**src/rtl/alepsen_pkg.sv**
```systemverilog
package alepsen_pkg;
  localparam int REG_W    = 8;
  localparam int HD_W     = 4;
  localparam int NUM_PINS = 2;
  localparam int PIN_ALE  = 0;
  localparam int PIN_PSEN = 1;
  localparam int AUX_OFF_BIT = 0;

  // port-options register layout
  typedef struct packed {
    logic            psenPort;  // bit 7
    logic            alePort;   // bit 6
    logic            rsvd;      // bit 5
    logic [HD_W-1:0] highDrive; // bits 4:1 -> P3.7..P3.4
    logic            pullUp;    // bit 0
  } optReg_t;

  // control to datapath strobes
  typedef struct packed {
    logic [NUM_PINS-1:0] portMode;
    logic [NUM_PINS-1:0] suppress;
  } pinCtrl_t;
endpackage

```
**src/rtl/alepsen_ctrl.sv**
```systemverilog
module alepsen_ctrl
  import alepsen_pkg::*;
(
  input  logic            clk,
  input  logic            rst_n,
  input  logic            wrEn,
  input  logic            wrSel,
  input  logic [REG_W-1:0] wrData,
  input  logic            cycleLast,
  input  logic            extNext,
  output pinCtrl_t        ctrlStb,
  output logic            p0PullUp,
  output logic [HD_W-1:0] p3HighDrive
);
  optReg_t optShadow, optAct;
  logic    aleOffShadow, aleOffAct;
  logic    extAct;

  // shadow copies take writes at once; live copies only at a cycle boundary
  always_ff @(posedge clk or negedge rst_n) begin
    if (!rst_n) begin
      optShadow    <= '0;
      aleOffShadow <= 1'b0;
      optAct       <= '0;
      aleOffAct    <= 1'b0;
      extAct       <= 1'b0;
    end else begin
      if (wrEn && !wrSel) optShadow    <= optReg_t'(wrData);
      if (wrEn &&  wrSel) aleOffShadow <= wrData[AUX_OFF_BIT];
      if (cycleLast) begin
        optAct    <= optShadow;
        aleOffAct <= aleOffShadow;
        extAct    <= extNext;
      end
    end
  end

  always_comb begin
    ctrlStb                   = '0;
    ctrlStb.portMode[PIN_ALE]  = optAct.alePort;
    ctrlStb.portMode[PIN_PSEN] = optAct.psenPort;
    ctrlStb.suppress[PIN_ALE]  = aleOffAct & ~extAct;
    ctrlStb.suppress[PIN_PSEN] = ~extAct;
  end

  assign p0PullUp    = optAct.pullUp;
  assign p3HighDrive = optAct.highDrive;

  logic unusedRsvd;
  assign unusedRsvd = optAct.rsvd | optShadow.rsvd;
endmodule

```
**src/rtl/alepsen_pin_mux.sv**
```systemverilog
module alepsen_pin_mux (
  input  logic portMode,
  input  logic suppress,
  input  logic wave,
  input  logic latchBit,
  output logic pinOut,
  output logic pinOe
);
  always_comb begin
    if (portMode) begin
      pinOut = latchBit;
      pinOe  = ~latchBit;
    end else if (suppress) begin
      pinOut = 1'b1;
      pinOe  = 1'b1;
    end else begin
      pinOut = wave;
      pinOe  = 1'b1;
    end
  end
endmodule

```
**src/rtl/alepsen_dpath.sv**
```systemverilog
module alepsen_dpath
  import alepsen_pkg::*;
(
  input  pinCtrl_t            ctrlStb,
  input  logic [NUM_PINS-1:0] wave,
  input  logic [NUM_PINS-1:0] latchBits,
  output logic [NUM_PINS-1:0] pinOut,
  output logic [NUM_PINS-1:0] pinOe
);
  for (genvar i = 0; i < NUM_PINS; i++) begin : g_pin
    alepsen_pin_mux u_mux (
      .portMode (ctrlStb.portMode[i]),
      .suppress (ctrlStb.suppress[i]),
      .wave     (wave[i]),
      .latchBit (latchBits[i]),
      .pinOut   (pinOut[i]),
      .pinOe    (pinOe[i])
    );
  end
endmodule

```
**src/rtl/alepsen_pin_ctrl.sv**
```systemverilog
module alepsen_pin_ctrl
  import alepsen_pkg::*;
(
  input  logic        clk,
  input  logic        rst_n,
  input  logic        wrEn,
  input  logic        wrSel,
  input  logic [7:0]  wrData,
  input  logic        cycleLast,
  input  logic        extNext,
  input  logic        aleWave,
  input  logic        psenWave,
  input  logic        p4Latch5,
  input  logic        p4Latch6,
  output logic        aleOut,
  output logic        aleOe,
  output logic        psenOut,
  output logic        psenOe,
  output logic        p0PullUp,
  output logic [3:0]  p3HighDrive
);
  pinCtrl_t            ctrlStb;
  logic [NUM_PINS-1:0] pinOut, pinOe;

  alepsen_ctrl u_ctrl (
    .clk         (clk),
    .rst_n       (rst_n),
    .wrEn        (wrEn),
    .wrSel       (wrSel),
    .wrData      (wrData),
    .cycleLast   (cycleLast),
    .extNext     (extNext),
    .ctrlStb     (ctrlStb),
    .p0PullUp    (p0PullUp),
    .p3HighDrive (p3HighDrive)
  );

  alepsen_dpath u_dpath (
    .ctrlStb   (ctrlStb),
    .wave      ({psenWave, aleWave}),
    .latchBits ({p4Latch6, p4Latch5}),
    .pinOut    (pinOut),
    .pinOe     (pinOe)
  );

  assign aleOut  = pinOut[PIN_ALE];
  assign aleOe   = pinOe[PIN_ALE];
  assign psenOut = pinOut[PIN_PSEN];
  assign psenOe  = pinOe[PIN_PSEN];
endmodule

```
**config.mk**
```make
export PLATFORM = sky130hd
export DESIGN_NAME = alepsen_pin_ctrl
export DESIGN_NICKNAME = d
export VERILOG_FILES = /design/src/rtl/alepsen_pkg.sv /design/src/rtl/alepsen_ctrl.sv /design/src/rtl/alepsen_pin_mux.sv /design/src/rtl/alepsen_dpath.sv /design/src/rtl/alepsen_pin_ctrl.sv
export SDC_FILE = /design/constraint.sdc
export NUM_CORES = 1
export LEC_CHECK = 0
export BUFFER_PORTS_ARGS = -buffer_cell sky130_fd_sc_hd__buf_2
export CAP_MARGIN = 20
export CELL_PAD_IN_SITES_DETAIL_PLACEMENT = 0
export CELL_PAD_IN_SITES_GLOBAL_PLACEMENT = 1
export CORE_AREA = 2 2 48 55
export DETAILED_ROUTE_END_ITERATION = 10
export DIE_AREA = 0 0 50 57
export PLACE_DENSITY_LB_ADDON = 0.25
export SLEW_MARGIN = 0
export SYNTH_ARGS = -nofsm -noshare
export SYNTH_HDL_FRONTEND = slang
export SYNTH_SLANG_ARGS = --single-unit
```
**constraint.sdc**
```tcl
create_clock -name clk -period 0.8 [get_ports clk]
set_input_delay 0.04 -clock clk [delete_from_list [all_inputs] [get_ports clk]]
set_output_delay 0.04 -clock clk [all_outputs]
set_load 0.02 [all_outputs]
```
== Word-level counts from Yosys, hierarchy flattened ==
Index checks and enable logic that the tools add are counted.

* Bits in read-only memories: 0
* Memory bits (writable): 0
* Register bits: 17
* Latch bits: 0
* Output and inout bits: 9
* Input bits: 18
* Memories kept: 0

* Bitwise operators: 4
* Add/sub/neg operators: 0
* Equality and inequality tests: 0
* Reductions and logical operators: 3
* Divide/modulo/power cells: 0
* Shift-type cells: 0
* Multiplexer cells: 6
* Order comparisons: 0
* $mul: 0

{| class="wikitable"
|+ Operators with widths
! operator !! count
|-
| 1-bit two-way mux || 6
|-
| 1-bit inverter || 3
|-
| 1-bit logical AND || 2
|-
| 1-bit bitwise AND || 1
|-
| 1-bit zero test || 1
|}

== Depth between registers and ports, before layout ==
Gate-level depths: netlist of the first run.

* Word-level depth: 4
* Mapped depth: 3
* Depth with buffers taken out: 2

== Hierarchy ==
A second synthesis of the first run with hierarchy kept.

* Cells, all modules: 47
* Area total of the unflattened synthesis: 714.4 µm²

{| class="wikitable"
|+ Modules (own cells, without submodules)
! module !! instances !! area each (µm²) !! sequential area each (µm²) !! cells an instance
|-
| alepsen_ctrl || 1 || 684.4 || 425.4 || 41
|-
| alepsen_pin_mux || 2 || 15.0 || 0.0 || 3
|}

== Worst setup path after synthesis of the first run ==
Ideal clock, no wire load.

* Path type: register to output
* From: register u_ctrl.optAct, in the netlist u_ctrl.ctrlStb[3]
* To: output psenOut
* Arrival time: 0.843 ns
* Setup slack: -0.083 ns
* Stages on the path, launching flop included: 3
* Path buffers: 0
* Cells stage by stage: dfrtp_1 -> nor2b_1 -> a21oi_1

* Cells in the longest elaborated chain, start to end: 1

{| class="wikitable"
|+ RTL lines
! what !! RTL line !! RTL
|-
| start: declaration || alepsen_ctrl.sv:15 || <nowiki>optReg_t optShadow, optAct;</nowiki>
|-
| start signal: assignment || alepsen_ctrl.sv:31 || <nowiki>optAct <= optShadow;</nowiki>
|-
| 1-bit two-way mux || alepsen_pin_mux.sv:10 || <nowiki>if (portMode) begin</nowiki>
|-
| end: declaration || alepsen_pin_ctrl.sv:17 || <nowiki>output logic psenOut,</nowiki>
|}

Every way passes these cells.

== Worst setup path in the final report of the first run ==
Same ends and word-level chain as after synthesis.

==> results of run 1 <==
cells in the final DEF, fill, tap and decap left out:
master          n
nand2_1         3
buf_6           7
buf_12          1
clkbuf_4        3
dlygate4sd3_1   9
clkinv_2        1
nor2_2          1
nor2b_4         2
dfrtp_1        12
a21oi_2         1
mux2_2          9
mux2_4          8
nor2_1          1
buf_2          16
dfrtp_2         5
a21oi_1         1
nor2b_1         1
buf_4           4
nand2b_4        1
sequential cells by signal, indices dropped and copies added (netlist names):
signal               flops
u_ctrl.aleOffShadow      1
u_ctrl.aleOffAct         1
u_ctrl.ctrlStb           2
u_ctrl.extAct            1
u_ctrl.p3HighDrive       4
u_ctrl.optShadow         7
u_ctrl.p0PullUp          1
worst max-delay path, delay by kind of cell (launching register included):
kind / cells / cell delay (ns)
flops: 1 / 0.41
simple gates: 1 / 0.13
compound gates: 1 / 0.11
buf+inv: 1 / 0.15
power groups by stage:
stage,Clock (W),Sequential [W],Combinational (W)
finish,0.000445,0.00111,0.000671
global route,0.000512,0.00113,0.000728
CTS,0.000472,0.00111,0.000647
detailed placement,0,0.00110,0.000506
global placement,0,0.00110,0.000498
floorplan,0,0.00116,0.000279
path summary, 6_finish.rpt:
check                               startpoint                    end  slack (ns)
max reg2reg                  u_ctrl.ctrlStb[2]      u_ctrl.ctrlStb[2]       -0.12
min                                       wrEn    u_ctrl.aleOffShadow        0.09
max in group asynchronous                rst_n  u_ctrl.p3HighDrive[2]        0.30
min reg2reg                u_ctrl.aleOffShadow    u_ctrl.aleOffShadow        0.51
max                          u_ctrl.ctrlStb[3]                psenOut       -0.34
min in group asynchronous                rst_n  u_ctrl.p3HighDrive[0]        0.20
layer usage:
layer  share of wire (%)  GRT usage [%]  vias to the layer above
met3                 5.5           2.36                        2
met4                0.97           5.95                        0
met2                  49           16.7                       19
li1                    -              -                      239
met5                   0              0                        -
met1                  45           13.1                      238
metrics by stage:
step                      TNS (ns)  power (W)  cells  setup slack [ns]  hold slack [ns]
after global routing         -2.11    0.00237    117            -0.455           0.0919
after global placement      -0.283    0.00160    102           -0.0339          -0.0181
after CTS                    -1.49    0.00223    116            -0.348           0.0907
after detailed placement    -0.344    0.00161    102           -0.0426          -0.0212
after floorplan             -0.149    0.00143     47           -0.0827           -0.256
final                        -1.53    0.00223    117            -0.338           0.0888
cell families (layout without fill, tap and decap cells):
| kind of cell | after synthesis | after routing | share of synthesized area, % |
|---|---|---|---|
| multiplexers | 17 | 17 | 30.2 |
| AND/OR/NAND/NOR | 9 | 9 | 7.12 |
| flip-flops | 17 | 17 | 59.0 |
| buffers and inverters | 2 | 41 | 2.26 |
| AO/OA/AOI/OAI | 2 | 2 | 1.39 |
cell type report:
class / count / share of cell area [%]
Clock buffer: 3 / 2.05
Clock inverter: 1 / 0.455
Multi-Input combinational cell: 28 / 27.6
Sequential cell: 17 / 39.2
Tap cell: 31 / 3.52
Timing Repair Buffer: 37 / 27.2
timing repair:
| action | CTS | global route |
|---|---|---|
| hold endpoints to repair | 26 | 0 |
| hold buffers | 9 | 0 |
| setup buffers | 1 | 1 |
| resized for setup | 17 | 4 |
| endpoints found under the setup margin | 9 | 17 |
| pin swaps | 2 | 0 |
==> results.yml, run 1 <==
run_status:
  status: "finished with violations"
  violations: "negative setup slack"
clocking:
  ctsLongestPathBuffers: 2
  insertion_delay_ns: 0.28
  clk_pin_slew_ns: 0.10
  cts_tree: "built"
  clock_sinks: 17
  cts_max_level: 1
  root_buffer: "clkbuf_4"
  cts_buffers: 3
yosys:
  synth-seq-cells: 17
  syn_nets: 65
  syn_inst: 47
  synth_async_sr_flop_share_pct: 100
  synth_most_common_cell: "dfrtp_1"
  synthTopCellsByArea: "dfrtp_1 (59%), mux2_2 (16%), mux2_4 (15%)"
  synthesis.area_um2: 721
  synth_edf_count: 0
  synth_top_cell_area_share_pct: 59.0
  yosys_warnings: 0
  seq_area_frac_synth_pct: 59.0
  avgSynthCellArea_um2: 15.3
  yosysTopAreaCell: "dfrtp_1"
  synthDistinctLibCells: 11
  synthFlopType: "dfrtp_1"
  yosys-top-cells-count: "dfrtp_1 (17), mux2_2 (10), mux2_4 (7)"
floorplan:
  core_area_um2: 2350
  die_w_um: 50
  die-area_um2: 2850
  fp-row-count: 19
  die_h_um: 57
  initial_utilization_pct: 30.6
  io_pins: 27
power_and_ir_drop:
  power.switching_w: 0.000609
  comb_power_share_pct: 30.1
  seqPwrFrac_pct: 49.9
  netSwitchingFraction_pct: 27.3
  clockPowerShare_pct: 20.0
  power_density_nw_per_um2: 2020
  p_leak_nw: 0.517
  ir_drop_v: 0.00132
  power.internal_w: 0.00162
critical_path:
  end_kind: "output pin"
  arrival_ns: 1.10
  cp-start-kind: "register"
  critical_path_class: "register to output pin"
  path_cells: "nor2b_1, a21oi_1, buf_4"
  crit_fanout: 4
  reg2reg_depth: 2
  critPathMaxStageDelay_ns: 0.41
  crit_path_top_delay_cell: "dfrtp_1"
  required_ns: 0.76
sta:
  fin_skew_ns: 0.00895
  max_freq_ghz: 0.879
  fin_ws_ns: -0.338
  drv_slew: 0
  slew_headroom_pct: 75.1
  period_share_pct: 142
  hold_viol_final: 0
  fin_crit_ns: 1.14
  rsz0062_at_grt: "true"
  tightestPinTransition_ns: 0.373
  finalSetupViolCount: 11
min_path:
  hold_class: "input pin to register"
  hold-path-cell-count: 3
global_route:
  grt_max_degree: 18
  grt_pass1_vias: 517
  grt_overflow_total: 0
  grt_pass1_wl_mm: 2.24
  antenna_found_initial: 0
  grt_use_total_pct: 10.5
placed_design:
  io_buffers: 25
  post-dp-hpwl_um: 841
  placed_area_um2: 898
  place.gp.congestion: 0.594
flow_run:
  drv_cap: 0
layout:
  multi_input_area_um2: 304
  regArea_um2: 432
  area_delta_synth_final_pct: 52.8
  fin_util_pct: 46.8
  finalInstanceArea_um2: 1100
  final_layout_size_suffix_gt1_share_pct: 68.6
  nNetsFinal: 105
  num_antenna_cells: 0
  fill_cells: 229
route:
  post_drt_wl_per_cell_um: 10.6
  initialDrtViolationCount: 0
  via_count: 498
  drc: 0
  drt-total-wl_mm: 1.24
  ant_nets: 0
  dr.pass1.iters: 1
  drt-vias-per-instance: 4.26
Note: power is estimated with default switching activity, not from simulation.
==> inputs of run 2 (changes only) <==
--- a/config.mk
+++ b/config.mk
@@ -13,6 +13,7 @@
 export DETAILED_ROUTE_END_ITERATION = 10
 export DIE_AREA = 0 0 50 57
 export PLACE_DENSITY_LB_ADDON = 0.25
+export RECOVER_POWER = 25
 export SLEW_MARGIN = 0
 export SYNTH_ARGS = -nofsm -noshare
 export SYNTH_HDL_FRONTEND = slang
==> results.yml, run 2 (synthesis gave the netlist of run 1 again) <==
critical_path:
  end_kind: "output pin"
  critical_path_class: "register to output pin"
  arrival_ns: 1.10
  required_ns: 0.76
  critPathMaxStageDelay_ns: 0.41
  path_cells: "nor2b_1, a21oi_1, buf_4"
  crit_buf_inv: 1
  crit_fanout: 4
  crit_path_top_delay_cell: "dfrtp_1"
  cp-start-kind: "register"
  crit_family: "flip-flops"
  worst_r2r_startpoint: "u_ctrl.ctrlStb[2]"
  cp-startpoint: "u_ctrl.ctrlStb[3]"
layout:
  largest_register: "u_ctrl.optShadow"
  most-common-layout-cells: "buf_2 (15), dfrtp_1 (12), mux2_2 (9), dlygate4sd3_1 (9), mux2_4 (8)"
  area_delta_synth_final_pct: 52.8
  largest_reg_flops: 7
  nNetsFinal: 105
  fin_util_pct: 46.8
  layoutNonFillerInstCount: 117
  num_antenna_cells: 0
  finalInstanceArea_um2: 1100
  final_layout_size_suffix_gt1_share_pct: 68.6
  fill_cells: 229
  layout_commonest_cell: "buf_2"
floorplan:
  fp-row-count: 19
  initial_utilization_pct: 30.6
  die_h_um: 57
  core_area_um2: 2350
  io_pins: 27
  die-area_um2: 2850
  die_w_um: 50
sta:
  fin_ws_ns: -0.338
  rsz0062_at_grt: "true"
  tightestPinTransition_ns: 0.415
  period_share_pct: 142
  fin_skew_ns: 0.00916
  slew_headroom_pct: 72.3
  drv_slew: 0
  max_freq_ghz: 0.879
  finalSetupViolCount: 11
  hold_viol_final: 0
  fin_crit_ns: 1.14
clocking:
  root_buffer: "clkbuf_4"
  cts_tree: "built"
  ctsLongestPathBuffers: 2
  cts_buffers: 3
  clock_sinks: 17
  cts_max_level: 1
  clk_pin_slew_ns: 0.10
  insertion_delay_ns: 0.28
global_route:
  grt_use_total_pct: 10.5
  grt_pass1_vias: 517
  grt_max_degree: 18
  antenna_found_initial: 0
  grt_overflow_total: 0
  grt_pass1_wl_mm: 2.24
placed_design:
  placed_area_um2: 898
  place.gp.congestion: 0.594
  dpl.cell_count: 102
  io_buffers: 25
  post-dp-hpwl_um: 841
power_and_ir_drop:
  power_density_nw_per_um2: 2030
  p_leak_nw: 0.517
  ir_drop_v: 0.00132
min_path:
  hold_class: "input pin to register"
  hold_path_startpoint: "wrEn"
route:
  via_count: 498
  ant_nets: 0
  dr.pass1.iters: 1
  drt-vias-per-instance: 4.26
  drc: 0
  initialDrtViolationCount: 0
  drt-total-wl_mm: 1.24
  post_drt_wl_per_cell_um: 10.6
flow_run:
  drv_cap: 0
run_status:
  status: "finished with violations"
  violations: "negative setup slack"
## run 2: cell types whose count changed in the layout (fill, tap and decap cells not counted), sizes merged
cell    previous run  this run
buf               28        27
clkbuf             3         4
## run 2: layer usage
metal	routed length (um)	GRT usage, %	part of all wire (%)	vias to the layer above
met5	0	0	0	-
met4	12	5.95	0.97	0
met3	70	2.36	5.6	2
met2	602	16.7	49	19
met1	555	13.1	45	238
li1	-	-	-	239
## run 2: path summary, 6_finish.rpt
path | to | depth (start not counted) | slack [ns]
worst max-delay path | psenOut | 3 | -0.34
worst min-delay path | u_ctrl.aleOffShadow | 3 | 0.09
worst max register to register | u_ctrl.ctrlStb[2] | 2 | -0.12
worst min register to register | u_ctrl.aleOffShadow | 1 | 0.51
max in group asynchronous | u_ctrl.p3HighDrive[2] | 2 | 0.27
min in group asynchronous | u_ctrl.p3HighDrive[0] | 2 | 0.21
## run 2: area by class of cell
cell class | count | area (um2) | share of cell area, %
Timing Repair Buffer | 37 | 299 | 27.2
Sequential cell | 17 | 432 | 39.2
Tap cell | 31 | 38.8 | 3.52
Multi-Input combinational cell | 28 | 304 | 27.6
Clock inverter | 1 | 5.00 | 0.455
Clock buffer | 3 | 22.5 | 2.05
## run 2: where the power goes
part           internal (W)  switching (W)  total (W)  leakage, nW
combinational      0.000423       0.000248   0.000671        0.305
clock              0.000185       0.000260   0.000446       0.0177
sequential          0.00101       0.000102    0.00111        0.195
total               0.00162       0.000610    0.00223        0.517
## run 2: repair_timing
action                                  4_1_cts  5_1_grt
resized for setup                            17        4
endpoints found under the hold margin        26        0
cloned                                        0        0
pin swaps                                     2        0
endpoints found under the setup margin        9       17
buffers inserted                              1        1
hold buffers                                  9        0
## run 2: worst reg2reg max path: cells and delay by family, from the launching register on
| kind | cells | cell delay (ns) |
|---|---|---|
| muxes | 1 | 0.24 |
| DFF | 1 | 0.43 |
| buffers and inverters | 1 | 0.14 |
## run 2: per-stage QoR
| step | hold slack (ns) | TNS (ns) | total power (W) | setup slack (ns) |
|---|---|---|---|---|
| 2_1_floorplan | -0.256 | -0.149 | 0.00143 | -0.0827 |
| 3_5_place_dp | -0.0212 | -0.344 | 0.00161 | -0.0426 |
| 3_3_place_gp | -0.0181 | -0.283 | 0.00160 | -0.0339 |
| 6_report | 0.0885 | -1.53 | 0.00223 | -0.338 |
| 5_1_grt | 0.0919 | -2.11 | 0.00237 | -0.455 |
| 4_1_cts | 0.0907 | -1.49 | 0.00223 | -0.348 |
